$ cat src/rtl/pbus_pkg.sv
package pbus_pkg;
  localparam int unsigned DATA_W     = 16;
  localparam int unsigned FIFO_DEPTH = 16;
  localparam int unsigned SYNC_STG   = 2;

  typedef enum logic [1:0] {
    CYC_NONE = 2'd0,
    CYC_RD   = 2'd1,
    CYC_WR   = 2'd2
  } cyc_e;
endpackage

$ cat src/rtl/pbus_strobe_sync.sv
module pbus_strobe_sync #(
  parameter int unsigned STAGES = 2
) (
  input  logic clk_i,
  input  logic rst_ni,
  input  logic stb_i,
  input  logic dir_i,
  output logic rise_o,
  output logic dir_o
);
  // bit 0 strobe, bit 1 direction
  logic [1:0] chain [STAGES];
  logic       stb_prev;

  always_ff @(posedge clk_i or negedge rst_ni) begin
    if (!rst_ni) begin
      for (int i = 0; i < STAGES; i++) chain[i] <= '0;
      stb_prev <= 1'b0;
    end else begin
      chain[0] <= {dir_i, stb_i};
      for (int i = 1; i < STAGES; i++) chain[i] <= chain[i-1];
      stb_prev <= chain[STAGES-1][0];
    end
  end

  assign rise_o = chain[STAGES-1][0] & ~stb_prev;
  assign dir_o  = chain[STAGES-1][1];
endmodule

$ cat src/rtl/pbus_fifo.sv
module pbus_fifo #(
  parameter int unsigned W     = 16,
  parameter int unsigned DEPTH = 16
) (
  input  logic         clk_i,
  input  logic         rst_ni,
  input  logic         push_i,
  input  logic [W-1:0] data_i,
  input  logic         pop_i,
  output logic [W-1:0] data_o,
  output logic         full_o,
  output logic         empty_o
);
  localparam int unsigned AW = (DEPTH > 1) ? $clog2(DEPTH) : 1;
  localparam int unsigned CW = $clog2(DEPTH + 1);

  logic [W-1:0]  mem [DEPTH];
  logic [AW-1:0] wr_ptr, rd_ptr;
  logic [CW-1:0] cnt;
  logic          pop_ok, push_ok;

  assign full_o  = (cnt == CW'(DEPTH));
  assign empty_o = (cnt == '0);
  assign pop_ok  = pop_i & ~empty_o;
  assign push_ok = push_i & (~full_o | pop_ok);
  assign data_o  = mem[rd_ptr];

  function automatic logic [AW-1:0] nxt(input logic [AW-1:0] p);
    return (p == AW'(DEPTH - 1)) ? '0 : p + 1'b1;
  endfunction

  always_ff @(posedge clk_i) begin
    if (push_ok) mem[wr_ptr] <= data_i;
  end

  always_ff @(posedge clk_i or negedge rst_ni) begin
    if (!rst_ni) begin
      wr_ptr <= '0;
      rd_ptr <= '0;
      cnt    <= '0;
    end else begin
      if (push_ok) wr_ptr <= nxt(wr_ptr);
      if (pop_ok)  rd_ptr <= nxt(rd_ptr);
      case ({push_ok, pop_ok})
        2'b10:   cnt <= cnt + 1'b1;
        2'b01:   cnt <= cnt - 1'b1;
        default: cnt <= cnt;
      endcase
    end
  end
endmodule

$ cat src/rtl/pbus_slave.sv
module pbus_slave
  import pbus_pkg::*;
#(
  parameter int unsigned DW    = DATA_W,
  parameter int unsigned DEPTH = FIFO_DEPTH
) (
  input  logic          clk_i,
  input  logic          rst_ni,
  input  logic          mode_sel_i,
  input  logic          clk_out_i,
  input  logic          stb_i,
  input  logic          dir_i,
  input  logic [DW-1:0] bus_d_i,
  output logic [DW-1:0] bus_d_o,
  output logic          bus_oe_o,
  output logic          rd_req_o,
  input  logic          tx_push_i,
  input  logic [DW-1:0] tx_data_i,
  output logic          tx_full_o,
  input  logic          rx_pop_i,
  output logic [DW-1:0] rx_data_o,
  output logic          rx_empty_o,
  input  logic          ovf_clr_i,
  input  logic          ovf_ie_i,
  output logic          ovf_irq_o
);
  logic          active, strobe_rise, dir_smp;
  logic          tx_empty, tx_pop, rx_full, rx_push, ovf_set, ovf_q, oe_q;
  logic [DW-1:0] tx_head, bus_q;
  cyc_e          cyc;

  assign active = mode_sel_i & ~clk_out_i;

  pbus_strobe_sync #(.STAGES(SYNC_STG)) u_sync (
    .clk_i  (clk_i),
    .rst_ni (rst_ni),
    .stb_i  (stb_i),
    .dir_i  (dir_i),
    .rise_o (strobe_rise),
    .dir_o  (dir_smp)
  );

  always_comb begin
    cyc = CYC_NONE;
    if (active && strobe_rise) cyc = dir_smp ? CYC_RD : CYC_WR;
  end

  assign tx_pop  = (cyc == CYC_RD) & ~tx_empty;
  assign rx_push = (cyc == CYC_WR) & ~rx_full;
  assign ovf_set = (cyc == CYC_WR) & rx_full;

  pbus_fifo #(.W(DW), .DEPTH(DEPTH)) u_tx (
    .clk_i   (clk_i),
    .rst_ni  (rst_ni),
    .push_i  (tx_push_i),
    .data_i  (tx_data_i),
    .pop_i   (tx_pop),
    .data_o  (tx_head),
    .full_o  (tx_full_o),
    .empty_o (tx_empty)
  );

  pbus_fifo #(.W(DW), .DEPTH(DEPTH)) u_rx (
    .clk_i   (clk_i),
    .rst_ni  (rst_ni),
    .push_i  (rx_push),
    .data_i  (bus_d_i),
    .pop_i   (rx_pop_i),
    .data_o  (rx_data_o),
    .full_o  (rx_full),
    .empty_o (rx_empty_o)
  );

  always_ff @(posedge clk_i or negedge rst_ni) begin
    if (!rst_ni) begin
      oe_q  <= 1'b0;
      bus_q <= '0;
    end else if (!active) begin
      oe_q <= 1'b0;
    end else begin
      case (cyc)
        CYC_RD: begin
          oe_q <= ~tx_empty;
          if (!tx_empty) bus_q <= tx_head;
        end
        CYC_WR:  oe_q <= 1'b0;
        default: oe_q <= oe_q;
      endcase
    end
  end

  // set dominates a concurrent clear
  always_ff @(posedge clk_i or negedge rst_ni) begin
    if (!rst_ni)        ovf_q <= 1'b0;
    else if (ovf_set)   ovf_q <= 1'b1;
    else if (ovf_clr_i) ovf_q <= 1'b0;
  end

  assign bus_d_o   = bus_q;
  assign bus_oe_o  = oe_q;
  assign rd_req_o  = active & ~tx_empty;
  assign ovf_irq_o = ovf_q & ovf_ie_i;
endmodule

$ cat config.mk
export PLATFORM = sky130hd
export DESIGN_NAME = pbus_slave
export DESIGN_NICKNAME = d
export VERILOG_FILES = /design/src/rtl/pbus_pkg.sv /design/src/rtl/pbus_strobe_sync.sv /design/src/rtl/pbus_fifo.sv /design/src/rtl/pbus_slave.sv
export SDC_FILE = /design/constraint.sdc
export NUM_CORES = 1
export LEC_CHECK = 0
export ABC_AREA = 1
export CAP_MARGIN = 40
export CORE_UTILIZATION = 55
export DETAILED_ROUTE_END_ITERATION = 10
export DONT_BUFFER_PORTS = 1
export PLACE_DENSITY = 0.77
export RECOVER_POWER = 25
export SETUP_SLACK_MARGIN = 0.1
export SLEW_MARGIN = 25
export SYNTH_ARGS = -nofsm -noshare
export SYNTH_HDL_FRONTEND = slang
export SYNTH_SLANG_ARGS = --single-unit
$ cat constraint.sdc
create_clock -name clk_i -period 3.9 [get_ports clk_i]
set_input_delay 0.195 -clock clk_i [delete_from_list [all_inputs] [get_ports clk_i]]
set_output_delay 0.195 -clock clk_i [all_outputs]
set_load 0.005 [all_outputs]
==> results.ini <==
[grt]
grt_usage_pct=26.3
overflow=0
antenna_found_initial=4
first_global_vias=15622
grt_max_degree=71
grt_pass1_wl_um=87600

[timing]
tightest_slew_ps=910
slew_violations=0
skew_ps=14.4
slew_headroom_pct=39.4
min_period_over_period_pct=78.9
period_needed_ps=3080
rsz0062_at_grt=no
fin_tns_setup_ps=0
hold_viol_final=0
setup_ws_ps=823
finalSetupViolations=0
fmax_ghz=0.325
whs_ps=134

[routing]
drc_errors=0
dr.pass1.iters=7
ant_nets=0
viasPerCell=5.69
drt-initial-drc-count=1922
wirelength_um=56900
vias=16034
routedWlPerCell_um=20.2

[synth]
ys_warn_count=0
synth_cell_type_count=30
synthTopCellsByArea=edfxtp_1 (65%), nand2_1 (8.8%), dfrtp_1 (5.2%)
yosysSeqAreaShare_pct=70.3
syn_nets=2229
ys_ff_latch=561
avgSynthCellArea_um2=10.9
synth_area_um2=23600
yosysTopAreaCell=edfxtp_1
syn_inst=2168
synth_top_area_share_pct=65.1

[setup_path]
cpMostUsedCell=o21ai_0
required_ps=3700
crit_type=flop to output port
slowest_stage=dfrtp_4
cp-startpoint=u_rx.rd_ptr[0]$_DFFE_PN0P_
r2r_start=u_sync.stb_prev$_DFF_PN0_
crit_arrival_ps=2880
crit_end=rx_data_o[8]
slowest_delay_ps=560
critPathMaxFanout=44
reg2regPathDepth=8
rr_endpoint=u_rx.mem[1][9]$_DFFE_PP_
start_kind=flop
cp_cell_sequence=clkinv_2 > buf_12 > o21ai_0 > o22ai_1 > o21ai_0 > o21ai_1
endpoint_kind=output port
reg2reg_slack_ps=1120

[clocking]
clk_path_buf_depth=3
ctsHtreeMaxLevel=2
root_buffer=clkbuf_16
clkTransAtPathRegs_ps=60
cts_buffers=55
cts.sinks=561
cts-resized-gates=0
hold_buffers=41
post_cts_buffers=0
clock_latency_ps=610
cts_tree=built

[cells_and_area]
syn2layout_area_growth_pct=12.6
final_nets=2287
drive_gt1_share_pct=7.44

[placement]
port_buffers=0
gp_congestion=0.867
hpwlAfterDp_um=33800
pre_cts_slack_ps=1170

[outcome]
status=finished, final reports clean

[floorplan]
io_pins=79
coreArea_um2=42100
start_util_pct=56.0
die_w_um=209
row_count=75
die_area_um2=43800
dieHeight_um=209

[pwr]
powerDensity_nw_per_um2=685
fin_total_pwr_mw=18.2
irDropWorstVdd_mv=0.628
power_leakage_nw=10.5

[hold_path]
min_path_type=input pin to asynchronous set/reset pin

[run]
max_cap_viol_count=0

[final cells by class]
type                            instances  area (um2)
Clock inverter                         20         141
Fill cell                            3001       15600
Timing Repair Buffer                  101         992
Inverter                              261         982
Clock buffer                           84        1620
Tap cell                              539         674
Sequential cell                       561       16600
Antenna cell                            4        10.0
Multi-Input combinational cell       1246        5550
[layer usage]
layer | GRT usage (%) | vias to the layer above | share of wire, %
li1 | - | 7317 | -
met1 | 35.8 | 7675 | 39
met2 | 41.3 | 878 | 47
met3 | 5.18 | 162 | 10
met4 | 11.3 | 2 | 3.6
met5 | 0 | - | 0.023
[flip-flops by register name, summed over array words and instances (netlist names), 3 cells and up]
name,count
bus_d_o,16
u_rx.cnt,5
u_rx.mem,256
u_rx.rd_ptr,4
u_rx.wr_ptr,4
u_sync.chain,3
u_tx.cnt,5
u_tx.mem,256
u_tx.rd_ptr,4
u_tx.wr_ptr,4
[placed cells by master, fill, tap and decap left out, types with 2 or more instances in the layout]
master	instances
nand3_1	214
buf_12	3
buf_6	13
ha_1	18
xor2_1	8
a31oi_1	8
edfxtp_1	512
nand3b_1	2
o21ai_1	17
nor2_1	226
o22ai_1	8
clkinv_2	10
dfrtp_4	2
o211ai_1	8
nand2_1	556
inv_2	4
dlygate4sd3_1	40
nor2_4	2
dfrtp_1	45
buf_8	2
clkinv_1	10
a21oi_1	46
xnor2_1	4
nor2_2	17
buf_16	2
dfrtp_2	2
buf_4	39
inv_1	252
diode_2	4
o21ai_0	106
clkbuf_8	9
clkbuf_16	57
clkbuf_1	20
[cell families (layout without fill, tap and decap cells)]
logic type | Yosys count | after routing | share of synthesized area [%]
AOI/OAI and AO/OA | 197 | 197 | 4.40
xor gates and xnor gates | 12 | 12 | 0.445
other | 0 | 4 | 0
DFF | 561 | 561 | 70.3
and+or+nand+nor | 1018 | 1018 | 17.4
adders and majority gates | 19 | 19 | 1.04
buffers and inverters | 361 | 466 | 6.39
[per-stage QoR]
step	utilization, %	cell area (um2)	cells
4_1_cts	62.9	26500	2806
3_5_place_dp	57.7	24300	2661
5_1_grt	63.1	26600	2813
6_report	63.1	26600	2816
3_3_place_gp	57.2	24100	2647
2_1_floorplan	-	23600	2168
[cell usage after synthesis (all sizes together)]
cell	number
a21oi	46
o211ai	8
clkinv	3
inv	258
nand3b	2
buf	82
nor2	245
nand2	557
o21ai	123
o21bai	1
nand3	214
a21boi	1
ha	18
fa	1
a31o	1
a31oi	8
o32ai	1
xor2	8
o22ai	8
dfrtp	49
edfxtp	512
clkbuf	18
xnor2	4
[worst max-delay path, delay by kind of cell, from the launching register on]
| family | cells | cell delay (ps) |
|---|---|---|
| buffers and inverters | 2 | 890 |
| DFF | 1 | 560 |
| AOI/OAI and AO/OA | 4 | 800 |
[how the worst min path moves through the flow]
stage	endpoint	slack, ps	cells after the start
3_5_place_dp	u_sync.dir_o$_DFF_PN0_	-100	0
5_1_grt	u_sync.chain[3]$_DFF_PN0_	140	1
4_1_cts	u_sync.chain[3]$_DFF_PN0_	120	1
6_report	u_rx.cnt[1]$_DFFE_PN0P_	130	2
2_1_floorplan	bus_d_o[0]$_DFFE_PN0P_	-100	0
3_3_place_gp	u_sync.chain[3]$_DFF_PN0_	-100	0
[where the power goes]
group          leakage, nW  switching (mW)  internal (mW)  total [mW]
Clock                0.863            2.22           2.93        5.14
Combinational         4.41            3.93           1.61        5.54
Sequential            5.19           0.455           7.05        7.51
Total                 10.5            6.60           11.6        18.2
(Power assumes the default switching activity.)
